File: src/rtl/sio_cfg_pkg.sv
package sio_cfg_pkg;

   localparam int CFG_W        = 8;
   localparam int NUM_CFG_REGS = 3;

   // register order is decoded by the index port
   localparam int IDX_ENABLE  = 0;
   localparam int IDX_ADDRESS = 1;
   localparam int IDX_PTEST   = 2;

   // enable register fields
   localparam int EB_PAR     = 0;
   localparam int EB_UART0   = 1;
   localparam int EB_FDC     = 3;
   localparam int EB_FDC_ALT = 5;
   localparam int EB_IDE     = 6;
   localparam int EB_IDE_ALT = 7;

   // power/test field choosing the parallel IRQ for code 0
   localparam int PB_PAR_IRQ7 = 3;

   localparam logic [CFG_W-1:0] CHIP_ID = 8'h88;

   typedef enum logic [1:0] {
      ID_HI   = 2'd0,
      ID_LO   = 2'd1,
      ID_DONE = 2'd2
   } id_state_e;

   function automatic logic [CFG_W-1:0] strap_enable(input logic [4:0] s);
      logic [CFG_W-1:0] v;
      if (s <= 5'd5)       v = 8'h4F;
      else if (s <= 5'd11) v = 8'h4B;
      else if (s <= 5'd15) v = 8'h0F;
      else if (s <= 5'd19) v = 8'h49;
      else if (s <= 5'd23) v = 8'h07;
      else if (s <= 5'd29) v = 8'h47;
      else if (s == 5'd30) v = 8'h08;
      else                 v = 8'h00;
      return v;
   endfunction

   function automatic logic [CFG_W-1:0] strap_address(input logic [4:0] s);
      logic [CFG_W-1:0] v;
      case (s)
         5'd1, 5'd2, 5'd13, 5'd21, 5'd25, 5'd26: v = 8'h11;
         5'd3, 5'd14, 5'd22, 5'd27:              v = 8'h39;
         5'd4, 5'd15, 5'd23, 5'd28:              v = 8'h24;
         5'd5, 5'd29:                            v = 8'h38;
         5'd6, 5'd16, 5'd19:                     v = 8'h00;
         5'd7, 5'd8, 5'd17, 5'd18:               v = 8'h01;
         5'd9:                                   v = 8'h09;
         5'd10, 5'd11:                           v = 8'h08;
         default:                                v = 8'h10;
      endcase
      return v;
   endfunction

   function automatic logic [CFG_W-1:0] strap_ptest(input logic [4:0] s);
      return (s == 5'd31) ? 8'h02 : 8'h00;
   endfunction

endpackage

File: src/rtl/sio_cfg_regfile.sv
module sio_cfg_regfile
   import sio_cfg_pkg::*;
#(
   parameter int NUM_REGS = NUM_CFG_REGS,
   parameter int DATA_W   = CFG_W
) (
   input  logic                           clk,
   input  logic                           rst_n,
   input  logic [4:0]                     strap_i,
   input  logic                           port_sel_i,
   input  logic                           wr_en_i,
   input  logic                           rd_en_i,
   input  logic [DATA_W-1:0]              wr_data_i,
   output logic [DATA_W-1:0]              rd_data_o,
   output logic [NUM_REGS-1:0][DATA_W-1:0] regs_o,
   output logic [DATA_W-1:0]              sel_idx_o,
   output id_state_e                      id_state_o,
   output logic                           accept_q_o
);

   localparam int IDX_W = (NUM_REGS > 1) ? $clog2(NUM_REGS) : 1;

   logic [NUM_REGS-1:0][DATA_W-1:0] regs_q;
   logic [DATA_W-1:0]               sel_q;
   id_state_e                       id_q;
   logic                            idx_valid;
   logic                            data_wr;
   logic                            index_wr;
   logic                            index_rd;
   logic [IDX_W-1:0]                idx_lo;

   assign idx_valid = (sel_q < DATA_W'(NUM_REGS));
   assign idx_lo    = sel_q[IDX_W-1:0];
   assign data_wr   = wr_en_i &  port_sel_i & idx_valid;
   assign index_wr  = wr_en_i & ~port_sel_i;
   assign index_rd  = rd_en_i & ~port_sel_i;

   always_ff @(posedge clk) begin
      if (!rst_n) begin
         regs_q[IDX_ENABLE]  <= strap_enable(strap_i);
         regs_q[IDX_ADDRESS] <= strap_address(strap_i);
         regs_q[IDX_PTEST]   <= strap_ptest(strap_i);
         sel_q               <= '0;
         id_q                <= ID_HI;
         accept_q_o          <= 1'b0;
      end else begin
         accept_q_o <= data_wr;
         if (index_wr) begin
            sel_q <= wr_data_i;
            id_q  <= ID_DONE;
         end else if (index_rd) begin
            case (id_q)
               ID_HI:   id_q <= ID_LO;
               ID_LO:   id_q <= ID_DONE;
               default: id_q <= ID_DONE;
            endcase
         end
         if (data_wr) begin
            regs_q[idx_lo] <= wr_data_i;
         end
      end
   end

   always_comb begin
      if (port_sel_i) begin
         rd_data_o = idx_valid ? regs_q[idx_lo] : '0;
      end else begin
         case (id_q)
            ID_HI:   rd_data_o = CHIP_ID;
            ID_LO:   rd_data_o = '0;
            default: rd_data_o = sel_q;
         endcase
      end
   end

   assign regs_o     = regs_q;
   assign sel_idx_o  = sel_q;
   assign id_state_o = id_q;

endmodule

File: src/rtl/sio_uart_map.sv
module sio_uart_map #(
   parameter int ADDR_W = 16,
   parameter int IRQ_W  = 4
) (
   input  logic [1:0]        code_i,
   input  logic [1:0]        alias_i,
   output logic [ADDR_W-1:0] base_o,
   output logic [IRQ_W-1:0]  irq_o
);

   always_comb begin
      case (code_i)
         2'd0: base_o = ADDR_W'(16'h3F8);
         2'd1: base_o = ADDR_W'(16'h2F8);
         2'd2: begin
            case (alias_i)
               2'd0:    base_o = ADDR_W'(16'h3E8);
               2'd1:    base_o = ADDR_W'(16'h338);
               2'd2:    base_o = ADDR_W'(16'h2E8);
               default: base_o = ADDR_W'(16'h220);
            endcase
         end
         default: begin
            case (alias_i)
               2'd0:    base_o = ADDR_W'(16'h2E8);
               2'd1:    base_o = ADDR_W'(16'h238);
               2'd2:    base_o = ADDR_W'(16'h2E0);
               default: base_o = ADDR_W'(16'h228);
            endcase
         end
      endcase
      irq_o = code_i[0] ? IRQ_W'(3) : IRQ_W'(4);
   end

endmodule

File: src/rtl/sio_cfg_decode.sv
module sio_cfg_decode
   import sio_cfg_pkg::*;
#(
   parameter int ADDR_W    = 16,
   parameter int IRQ_W     = 4,
   parameter int NUM_UARTS = 2,
   parameter int FDC_IRQ   = 6,
   parameter int IDE_IRQ   = 14,
   parameter int IDE_ALT   = 'h206
) (
   input  logic                                  clk,
   input  logic                                  rst_n,
   input  logic [CFG_W-1:0]                      en_reg_i,
   input  logic [CFG_W-1:0]                      addr_reg_i,
   input  logic                                  par_irq7_i,
   input  logic                                  accept_q_i,
   output logic                                  par_en_o,
   output logic [ADDR_W-1:0]                     par_base_o,
   output logic [IRQ_W-1:0]                      par_irq_o,
   output logic [NUM_UARTS-1:0]                  uart_en_o,
   output logic [NUM_UARTS-1:0][ADDR_W-1:0]      uart_base_o,
   output logic [NUM_UARTS-1:0][IRQ_W-1:0]       uart_irq_o,
   output logic                                  fdc_en_o,
   output logic [ADDR_W-1:0]                     fdc_base_o,
   output logic [IRQ_W-1:0]                      fdc_irq_o,
   output logic                                  ide_en_o,
   output logic [ADDR_W-1:0]                     ide_base_o,
   output logic [ADDR_W-1:0]                     ide_alt_base_o,
   output logic [IRQ_W-1:0]                      ide_irq_o,
   output logic                                  reconf_o
);

   logic [ADDR_W-1:0] par_base_c;
   logic [IRQ_W-1:0]  par_irq_c;
   logic [ADDR_W-1:0] ide_base_c;

   always_comb begin
      case (addr_reg_i[1:0])
         2'd0: begin
            par_base_c = ADDR_W'(16'h378);
            par_irq_c  = par_irq7_i ? IRQ_W'(7) : IRQ_W'(5);
         end
         2'd1: begin
            par_base_c = ADDR_W'(16'h3BC);
            par_irq_c  = IRQ_W'(7);
         end
         2'd2: begin
            par_base_c = ADDR_W'(16'h278);
            par_irq_c  = IRQ_W'(5);
         end
         default: begin
            par_base_c = '0;
            par_irq_c  = '0;
         end
      endcase
      ide_base_c = en_reg_i[EB_IDE_ALT] ? ADDR_W'(16'h170) : ADDR_W'(16'h1F0);
   end

   for (genvar u = 0; u < NUM_UARTS; u++) begin : g_uart
      logic [ADDR_W-1:0] base_c;
      logic [IRQ_W-1:0]  irq_c;

      sio_uart_map #(
         .ADDR_W (ADDR_W),
         .IRQ_W  (IRQ_W)
      ) u_map (
         .code_i  (addr_reg_i[2*u+3 -: 2]),
         .alias_i (addr_reg_i[7:6]),
         .base_o  (base_c),
         .irq_o   (irq_c)
      );

      always_ff @(posedge clk) begin
         if (!rst_n) begin
            uart_en_o[u]   <= 1'b0;
            uart_base_o[u] <= '0;
            uart_irq_o[u]  <= '0;
         end else begin
            uart_en_o[u]   <= en_reg_i[EB_UART0+u];
            uart_base_o[u] <= base_c;
            uart_irq_o[u]  <= irq_c;
         end
      end
   end

   always_ff @(posedge clk) begin
      if (!rst_n) begin
         par_en_o       <= 1'b0;
         par_base_o     <= '0;
         par_irq_o      <= '0;
         fdc_en_o       <= 1'b0;
         fdc_base_o     <= '0;
         fdc_irq_o      <= '0;
         ide_en_o       <= 1'b0;
         ide_base_o     <= '0;
         ide_alt_base_o <= '0;
         ide_irq_o      <= '0;
         reconf_o       <= 1'b0;
      end else begin
         par_en_o       <= en_reg_i[EB_PAR];
         par_base_o     <= par_base_c;
         par_irq_o      <= par_irq_c;
         fdc_en_o       <= en_reg_i[EB_FDC];
         fdc_base_o     <= en_reg_i[EB_FDC_ALT] ? ADDR_W'(16'h370) : ADDR_W'(16'h3F0);
         fdc_irq_o      <= IRQ_W'(FDC_IRQ);
         ide_en_o       <= en_reg_i[EB_IDE];
         ide_base_o     <= ide_base_c;
         ide_alt_base_o <= ide_base_c + ADDR_W'(IDE_ALT);
         ide_irq_o      <= IRQ_W'(IDE_IRQ);
         reconf_o       <= accept_q_i;
      end
   end

endmodule

File: src/rtl/sio_cfg_port.sv
module sio_cfg_port
   import sio_cfg_pkg::*;
#(
   parameter int ADDR_W    = 16,
   parameter int IRQ_W     = 4,
   parameter int NUM_UARTS = 2,
   parameter int FDC_IRQ   = 6,
   parameter int IDE_IRQ   = 14
) (
   input  logic                             clk,
   input  logic                             rst_n,
   input  logic [4:0]                       strap_cfg,
   input  logic                             port_sel,
   input  logic                             wr_en,
   input  logic                             rd_en,
   input  logic [7:0]                       wr_data,
   output logic [7:0]                       rd_data,
   output logic                             par_en,
   output logic [ADDR_W-1:0]                par_base,
   output logic [IRQ_W-1:0]                 par_irq,
   output logic [NUM_UARTS-1:0]             uart_en,
   output logic [NUM_UARTS-1:0][ADDR_W-1:0] uart_base,
   output logic [NUM_UARTS-1:0][IRQ_W-1:0]  uart_irq,
   output logic                             fdc_en,
   output logic [ADDR_W-1:0]                fdc_base,
   output logic [IRQ_W-1:0]                 fdc_irq,
   output logic                             ide_en,
   output logic [ADDR_W-1:0]                ide_base,
   output logic [ADDR_W-1:0]                ide_alt_base,
   output logic [IRQ_W-1:0]                 ide_irq,
   output logic                             reconf_pulse
);

   if (ADDR_W < 12) begin : g_bad_addr_w
      $error("ADDR_W must hold a 12-bit I/O address");
   end
   if (IRQ_W < 4) begin : g_bad_irq_w
      $error("IRQ_W must hold IRQ numbers up to 15");
   end
   if (NUM_UARTS < 1 || NUM_UARTS > 2) begin : g_bad_uarts
      $error("NUM_UARTS must be 1 or 2");
   end
   if (FDC_IRQ >= (1 << IRQ_W) || IDE_IRQ >= (1 << IRQ_W)) begin : g_bad_irq
      $error("fixed IRQ numbers exceed IRQ_W");
   end

   logic [NUM_CFG_REGS-1:0][CFG_W-1:0] regs;
   logic [CFG_W-1:0]                   sel_idx;
   id_state_e                          id_state;
   logic                               accept_q;
   logic [CFG_W-1:0]                   reg_en;
   logic [CFG_W-1:0]                   reg_addr;
   logic [CFG_W-1:0]                   reg_pt;

   sio_cfg_regfile #(
      .NUM_REGS (NUM_CFG_REGS),
      .DATA_W   (CFG_W)
   ) u_regs (
      .clk        (clk),
      .rst_n      (rst_n),
      .strap_i    (strap_cfg),
      .port_sel_i (port_sel),
      .wr_en_i    (wr_en),
      .rd_en_i    (rd_en),
      .wr_data_i  (wr_data),
      .rd_data_o  (rd_data),
      .regs_o     (regs),
      .sel_idx_o  (sel_idx),
      .id_state_o (id_state),
      .accept_q_o (accept_q)
   );

   assign reg_en   = regs[IDX_ENABLE];
   assign reg_addr = regs[IDX_ADDRESS];
   assign reg_pt   = regs[IDX_PTEST];

   sio_cfg_decode #(
      .ADDR_W    (ADDR_W),
      .IRQ_W     (IRQ_W),
      .NUM_UARTS (NUM_UARTS),
      .FDC_IRQ   (FDC_IRQ),
      .IDE_IRQ   (IDE_IRQ)
   ) u_dec (
      .clk            (clk),
      .rst_n          (rst_n),
      .en_reg_i       (reg_en),
      .addr_reg_i     (reg_addr),
      .par_irq7_i     (reg_pt[PB_PAR_IRQ7]),
      .accept_q_i     (accept_q),
      .par_en_o       (par_en),
      .par_base_o     (par_base),
      .par_irq_o      (par_irq),
      .uart_en_o      (uart_en),
      .uart_base_o    (uart_base),
      .uart_irq_o     (uart_irq),
      .fdc_en_o       (fdc_en),
      .fdc_base_o     (fdc_base),
      .fdc_irq_o      (fdc_irq),
      .ide_en_o       (ide_en),
      .ide_base_o     (ide_base),
      .ide_alt_base_o (ide_alt_base),
      .ide_irq_o      (ide_irq),
      .reconf_o       (reconf_pulse)
   );

endmodule

File: config.mk
export PLATFORM = sky130hd
export DESIGN_NAME = sio_cfg_port
export DESIGN_NICKNAME = d
export VERILOG_FILES = /design/src/rtl/sio_cfg_pkg.sv /design/src/rtl/sio_cfg_regfile.sv /design/src/rtl/sio_uart_map.sv /design/src/rtl/sio_cfg_decode.sv /design/src/rtl/sio_cfg_port.sv
export SDC_FILE = /design/constraint.sdc
export NUM_CORES = 1
export LEC_CHECK = 0
export ABC_AREA = 1
export BUFFER_PORTS_ARGS = -buffer_cell sky130_fd_sc_hd__buf_2
export CAP_MARGIN = 20
export CELL_PAD_IN_SITES_DETAIL_PLACEMENT = 1
export CELL_PAD_IN_SITES_GLOBAL_PLACEMENT = 1
export CORE_MARGIN = 2
export CORE_UTILIZATION = 34
export CTS_CLUSTER_SIZE = 24
export DETAILED_ROUTE_END_ITERATION = 8
export PLACE_DENSITY = 0.77
export SLEW_MARGIN = 20
export SYNTH_ARGS = -nofsm -noshare
export SYNTH_HDL_FRONTEND = slang
export SYNTH_SLANG_ARGS = --single-unit
File: constraint.sdc
create_clock -name clk -period 2.4 [get_ports clk]
set_clock_uncertainty 0.2 [all_clocks]
set_input_delay 0.36 -clock clk [delete_from_list [all_inputs] [get_ports clk]]
set_output_delay 0.36 -clock clk [all_outputs]
set_load 0.02 [all_outputs]
==> results.md, run 1 <==
* Status: finished clean
* Routed length per placed instance at ~14 um
* Max Slew Vio Count at 0
* Max VDD drop at approximately 300 uV
* Die W at between 100 and 150 um
* Nets at 520
* Placed instance area at around 0.0037 mm^2
* Crit path buffers/inverters at 3
* Register area share after synthesis at 41.1%
* Post-Route Setup TNS at 0 ns
* Root Driver: clkbuf_8
* Max Freq at 447 MHz
* CP arrival at between 1.5 and 2 ns
* Drt first pass iters at 4
* Clk pin slew, worst setup/hold paths at ~0.070 ns
* # rows at 37
* RSZ-0062 raised after global routing: false
* Share of layout cells above drive strength 1 at approximately a quarter
* Worst path max stage delay at between 0.4 and 0.5 ns
* Vias in the first global route at between 2000 and 3000
* Final Cell Area at slightly below 0.004 mm^2
* Pwr Density at just under 700 mW/mm^2
* Die area at between 0.01 and 0.015 mm^2
* Overflow after GRT at 0
* Most numerous cell on the critical path: inv_2
* ANT cells at 0
* Leakage at around 1.9 nW
* Final ANT Viol Nets at 0
* Setup crit end kind: output pin
* Final period util at ~93%
* Met1 GRT Util at roughly 18%
* H-tree Lvls at 3
* Final Hold Fails at 0
* Largest net degree at the start of global routing at 46
* Clk buf depth at 2
* Fraction of registers with async set/reset at 0%
* Via count at approximately 2800
* Initial DRC Count at slightly below 90
* Global-route wire length before repair at ~13 mm
* Post-synthesis cell count at between 400 and 500
* Crit Path Max Fanout at 11
* Initial core utilization at a little over a third
* CP required at 1.84 ns
* DIE HEIGHT at between 100 and 150 um
* Final Setup Violations at 0
* Buffers on Ports at 86
* Library cells used by synthesis at 37
* Clock latency on the worst-skew pair at around 0.34 ns
* Min Tclk post-route at around 2.2 ns
* Syn avg cell area at roughly 8 um^2
* Met3 GRT Util at approximately 3.8%
* Post-synth EDFFs at 24
* Hold WC Path Type: in2reg
* # fillers at about 1300
* Slowest CP cell: dfxtp_1
* Flop and latch count out of synthesis at 62
* Via density at approximately 4.5
* GRT Overall Usage at about 15%
* Number of max-cap violations at 0
* Core Region at between 0.01 and 0.015 mm^2
* Ys flop type: dfxtp_1
* DR DRC count at 0
* Syn. warnings at 0
* Routed WL at between 8 and 9 mm
* Total CTS buffers at 9
* CTS Hold Bufs at 0
* Fin Hold WS at a little under 0.1 ns
* Gr busiest metal: met2
* I/O pins at approximately 150
* Finished Core Util at ~37%
* Dpl hpwl at 6.89 mm
* CP Cell Sequence: inv_2, nand2_4, inv_2, a221oi_2, o22ai_1, buf_2
* Largest delay contributor family on the critical path: flip-flops
* Mapped Area at approximately 0.0036 mm^2
* P&R area growth vs syn at 6.95%
* # clock sinks at 62
* Kind of critical path: reg2out
* GPL Wtd Cong at ~0.8
* Met2 GRT Util at ~27%
* TritonCTS clock tree: yes
* Initial antenna violation count at 0
* CP startpoint kind: flop
worst register-to-register path, cell delays in order (launching register included):
cell     delay, ns
dfxtp_1       0.37
nand2_1       0.10
nand4_1       0.09
nor3_2        0.21
nand2_1       0.20
o21ai_1       0.43
power breakdown:
part	total [mW]	switching, mW	internal (mW)
logic	0.597	0.437	0.161
clock network	0.810	0.406	0.404
registers	1.25	0.0558	1.19
final timing paths:
kind	start	end	slack, ns	cells past startpoint
setup / recovery	u_regs.sel_idx_o[1]$_SDFFE_PN0P_	rd_data[3]	0.16	6
hold reg to reg	u_regs.accept_q_o$_SDFF_PN0_	u_dec.reconf_o$_SDFF_PN0_	0.22	2
hold / removal	rst_n	u_dec.par_en_o$_SDFF_PN0_	0.1	3
setup reg to reg	u_regs.sel_idx_o[1]$_SDFFE_PN0P_	u_regs.regs_o[3]$_DFFE_PP_	0.44	5
routing by layer:
metal	part of all wire, %	up-vias
met5	0	-
met4	0.77	0
met3	5.3	5
met2	51	100
met1	43	1332
li1	-	1399
cell type report:
cell class              instances  area (um^2)  share of cell area (%)
clock inverters                 5         31.3                   0.812
well taps                     136          170                    4.42
clock buffers                  11          141                    3.67
inverters                      45          176                    4.58
multi-input cells             287         1380                    35.9
repair buffers                 91          468                    12.2
flip-flops and latches         62         1480                    38.5
cells by family after synthesis:
logic type               after synthesis  share of synthesized area (%)
other                                  1                          0.104
AND/OR/NAND/NOR                      125                           14.7
buffers and inverters                153                           26.9
flip-flops                            62                           41.1
adder cells (fa/ha/maj)                6                           2.08
AO/OA/AOI/OAI                         95                           15.1
repair_timing:
item,in CTS,in global routing
setup buffers,0,0
endpoints found under the setup margin,0,2
resized for setup,0,3
state kept, by name, indices dropped and copies added, names as in the netlist:
| signal | count |
|---|---|
| u_dec.fdc_base_o | 2 |
| u_dec.fdc_en_o | 1 |
| u_dec.fdc_irq_o | 1 |
| u_dec.ide_base_o | 1 |
| u_dec.ide_en_o | 1 |
| u_dec.par_base_o | 3 |
| u_dec.par_en_o | 1 |
| u_dec.par_irq_o | 2 |
| u_dec.reconf_o | 1 |
| u_dec.uart_base_o | 8 |
| u_dec.uart_en_o | 2 |
| u_dec.uart_irq_o | 4 |
| u_regs.accept_q_o | 1 |
| u_regs.id_state_o | 2 |
| u_regs.regs_o | 24 |
| u_regs.sel_idx_o | 8 |
layout by cell type (no fill, tap or decap), types with 2 or more instances in the layout:
cell      instances
a21oi_1          30
a221oi_2          2
and3_1            2
buf_2            86
buf_4             5
clkbuf_8         10
clkinv_2          2
conb_1           61
dfxtp_1          38
edfxtp_1         24
ha_1              6
inv_1            33
inv_2             9
inv_4             3
nand2_1          62
nand2_2           3
nand2_4           2
nand3_1          14
nor2_1           35
nor3_1            2
o211ai_1          2
o21ai_0          28
o21ai_1          18
o22ai_1           3
o32ai_1           6
synthesized netlist by cell type, drive strengths merged, types with 3 or more instances:
cell type  instances  share of area (%)
a21oi             31                4.4
buf              105                 22
clkbuf             3               0.31
dfxtp             38                 21
edfxtp            24                 20
ha                 6                2.1
inv               43                4.5
nand2             67                7.5
nand3             14                1.9
nor2              36                3.8
nor3               3               0.56
o21ai             46                6.4
o22ai              3               0.52
o32ai              6                1.5
stage by stage:
stage | setup WS, ns | std cells | total power, mW
after global routing | 0.0188 | 637 | 2.79
after CTS | 0.0678 | 637 | 2.67
after global placement | 0.442 | 621 | 1.85
final | 0.165 | 637 | 2.65
after detailed placement | 0.323 | 621 | 1.86
after floorplan | 0.595 | 502 | 1.80
No activity file was read; power rests on OpenSTA's default activity.
==> inputs of run 2 (changes only) <==
--- a/config.mk
+++ b/config.mk
@@ -11,11 +11,13 @@
 export CELL_PAD_IN_SITES_DETAIL_PLACEMENT = 1
 export CELL_PAD_IN_SITES_GLOBAL_PLACEMENT = 1
 export CORE_MARGIN = 2
-export CORE_UTILIZATION = 34
+export CORE_UTILIZATION = 37
 export CTS_CLUSTER_SIZE = 24
 export DETAILED_ROUTE_END_ITERATION = 8
-export PLACE_DENSITY = 0.77
+export GPL_TIMING_DRIVEN = 0
+export PLACE_DENSITY = 0.78
 export SLEW_MARGIN = 20
 export SYNTH_ARGS = -nofsm -noshare
 export SYNTH_HDL_FRONTEND = slang
+export SYNTH_HIERARCHICAL = 1
 export SYNTH_SLANG_ARGS = --single-unit
==> constraint.sdc (replaced) <==
create_clock -name clk -period 2.4 [get_ports clk]
set_clock_uncertainty 0.2 [all_clocks]
set_input_delay 0.36 -clock clk [delete_from_list [all_inputs] [get_ports clk]]
set_output_delay 0.36 -clock clk [all_outputs]
set_load 0.005 [all_outputs]
==> run 2 against run 1 <==
Effect of this change:
- highest routed layer unchanged
- clock-buffer cell count down 2
- power up 46%
- global-route usage up 2.9 points
- final cell count up 41%
- largest power group unchanged
- largest cell class unchanged
- sequential share of layout area down 2.9 points
- via count up 37%
- critical path type unchanged
==> results.md, run 2 <==
* Status: finished clean
* Core Region at about 0.012 mm^2
* Clock latency on the worst-skew pair at about 0.34 ns
* Vias in the first global route at about 3800
* Final ANT Viol Nets at 0
* Final Setup Violations at 0
* Post-synth EDFFs at 24
* Max Slew Vio Count at 0
* Comb power frac at roughly 16%
* Root Driver: clkbuf_16
* CP required at around 1.8 ns
* GPL Wtd Cong at about 0.86
* Worst Max-Slew Pin Slew at 0.610 ns
* H-tree Lvls at 3
* Hold WC Path Type: in2reg
* GRT Overall Usage at a little under a fifth
* Setup crit end kind: output pin
* I/O pins at approximately 150
* P&R area growth vs syn at 28.0%
* Routed WL at ~12 mm
* Share of layout cells above drive strength 1 at around a third
* Min-Delay Startpoint: rst_n
* Most frequent cells in the layout: nand2_1, buf_2, buf_4, inv_1, conb_1
* Final Hold Fails at 0
* Most common cell after layout, fill and taps aside: nand2_1
* Mapped Area at roughly 0.0045 mm^2
* Flop pwr share at about 45%
* Ys flop type: dfxtp_1
* Nets at roughly 770
* Clk buf depth at 2
* Pwr Density at ~670 mW/mm^2
* Most common cell in the synthesized netlist: nand2_1
* Sw frac at ~26%
* Initial antenna violation count at 0
* Fraction of registers with async set/reset at 0%
* Overflow after GRT at 0
* Internal at around 2.9 mW
* Clk pin slew, worst setup/hold paths at approximately 0.06 ns
* Flop and latch count out of synthesis at 90
* Overall Power at 3.86 mW
* FF-to-FF setup slack at between 0.2 and 0.3 ns
* Max VDD drop at 332 uV
* TritonCTS clock tree: yes
* Syn avg cell area at 7.91 um^2
* Switching power at just under 1 mW
* Largest cells by area after synthesis: dfxtp_1, buf_4, edfxtp_1, nand2_1, inv_1
* Total CTS buffers at 9
* Leading area contributor after synthesis: dfxtp_1
* Number of max-cap violations at 0
* Hold Crit Depth at 1
* R2R Path Start: u_regs/sel_idx_o[2]$_SDFFE_PN0P_
* # fillers at approximately 1500
* Most flop-heavy register: u_dec/uart_base_o
* CP startpoint kind: flop
* Largest net degree at the start of global routing at 17
* Initial core utilization at a little under two fifths
* Die area at approximately 0.013 mm^2
* Slowest CP cell: dfxtp_2
* CP arrival at about 1.6 ns
* Max reg flops at 32
* Crit path buffers/inverters at 2
* Power share of the clock group at around two fifths
* Die W at approximately 110 um
* DR DRC count at 0
* Routed length per placed instance at ~13 um
* Min Tclk post-route at 2.20 ns
* Register-to-Register Path Depth at 5
* Post-route setup slack at 0.201 ns
* Post-synth top area share at between 20% and 30%
* Hold Crit Endpoint: u_dec/ide_base_o[6]$_SDFF_PN0_
* Leakage at roughly 3.3 nW
* Setup crit start: u_regs/sel_idx_o[1]$_SDFFE_PN0P_
* Buffers on Ports at around 100
* Kind of critical path: reg2out
* R2R Path End: u_regs/regs_o[23]$_SDFFCE_PN0P_
* Library cells used by synthesis at 32
* Largest delay contributor family on the critical path: flip-flops
* RSZ-0062 raised after global routing: false
* Final period util at between 90% and 100%
* Crit Path Max Fanout at 7
* Drt first pass iters at 4
* Register area share after synthesis at a little under half
* Post-synthesis cell count at 568
* Max Freq at 455 MHz
* DIE HEIGHT at roughly 110 um
* Placed insts at between 800 and 900
* Via density at roughly 4.4
* Postcts setup bufs at 0
* Syn. warnings at 6
* Dpl hpwl at 9.07 mm
* # clock sinks at 90
* Global-route wire length before repair at around 18 mm
* Non-filler cells, final at between 800 and 900
* Post-Route Setup TNS at 0 ns
* # rows at 40
* Post-synth top cells: nand2_1, buf_4, dfxtp_1, inv_1, nor2_1
* Initial DRC Count at around 180
* Post-place setup slack at -0.0143 ns
* ANT cells at 0
* Worst path max stage delay at between 0.4 and 0.5 ns
* CP Cell Sequence: inv_2, nand2_1, nor2_1, a221oi_2, o21ai_1, buf_2
* Slew headroom at 59.2%
* Via count at between 3000 and 4000
==> run 2: stage by stage <==
step                hold WS, ns  cell area, um^2  utilization [%]
floorplan                 0.188             4720                -
global placement          0.205             5420             45.5
detailed placement        0.252             5420             45.5
CTS                      0.0526             5750             48.2
global route             0.0503             5750             48.3
finish                   0.0589             5750             48.3
==> run 2: per-layer routing <==
metal  GRT usage (%)  wire, um  share of wire [%]
met1            21.0      4810                 42
met4            5.45       130                1.1
met3            3.76       638                5.5
met2            33.4      5980                 52
met5               0         0                  0
==> run 2: power groups by stage <==
stage / Combinational (mW) / Clock (mW) / Sequential (mW)
floorplan: 0.404 / 0 / 1.77
global placement: 0.606 / 0 / 1.78
detailed placement: 0.621 / 0 / 1.79
CTS: 0.626 / 1.53 / 1.75
global route: 0.713 / 1.59 / 1.77
finish: 0.632 / 1.48 / 1.75
==> run 2: cell families (layout without fill, tap and decap cells) <==
family,count (synthesis),in the layout,synth area share [%]
AND/OR/NAND/NOR,203,203,18.7
other,5,65,0.418
flip-flops,90,90,45.4
AO/OA/AOI/OAI,71,71,8.99
adder cells (fa/ha/maj),6,6,1.67
buffers and inverters,193,313,24.8
==> run 2: final cells by class <==
type / count / area [um^2] / area share, %
inverter: 80 / 300 / 5.22
timing repair buffer: 104 / 520 / 9.05
tap: 147 / 184 / 3.20
sequential: 90 / 2040 / 35.5
buffer: 113 / 812 / 14.1
clock buffer: 9 / 225 / 3.91
multi-input combinational: 345 / 1580 / 27.4
clock inverter: 7 / 91.3 / 1.59
==> run 2: what timing repair did <==
item	4_1_cts	5_1_grt
setup endpoints to repair	1	4
hold buffers	0	0
resized for setup	1	3
==> run 2: how the worst max path moves through the flow <==
stage | end | slack, ns | cells after the start
after global placement | u_regs/regs_o[9]$_SDFFCE_PN0P_ | 0.03 | 4
final | rd_data[1] | 0.20 | 6
after floorplan | u_regs/regs_o[14]$_SDFFCE_PN0P_ | 0.67 | 5
after CTS | rd_data[6] | 0.06 | 7
after global routing | rd_data[2] | 0.07 | 6
after detailed placement | u_regs/regs_o[9]$_SDFFCE_PN0P_ | -0.01 | 4
==> run 2: worst reg2reg max path, stage by stage (launching register included) <==
cell and delay [ns]:
dfxtp_1 0.33, nor2_1 0.15, nand4_1 0.13, nor2_2 0.22
nand2_1 0.22, nand2_1 0.52
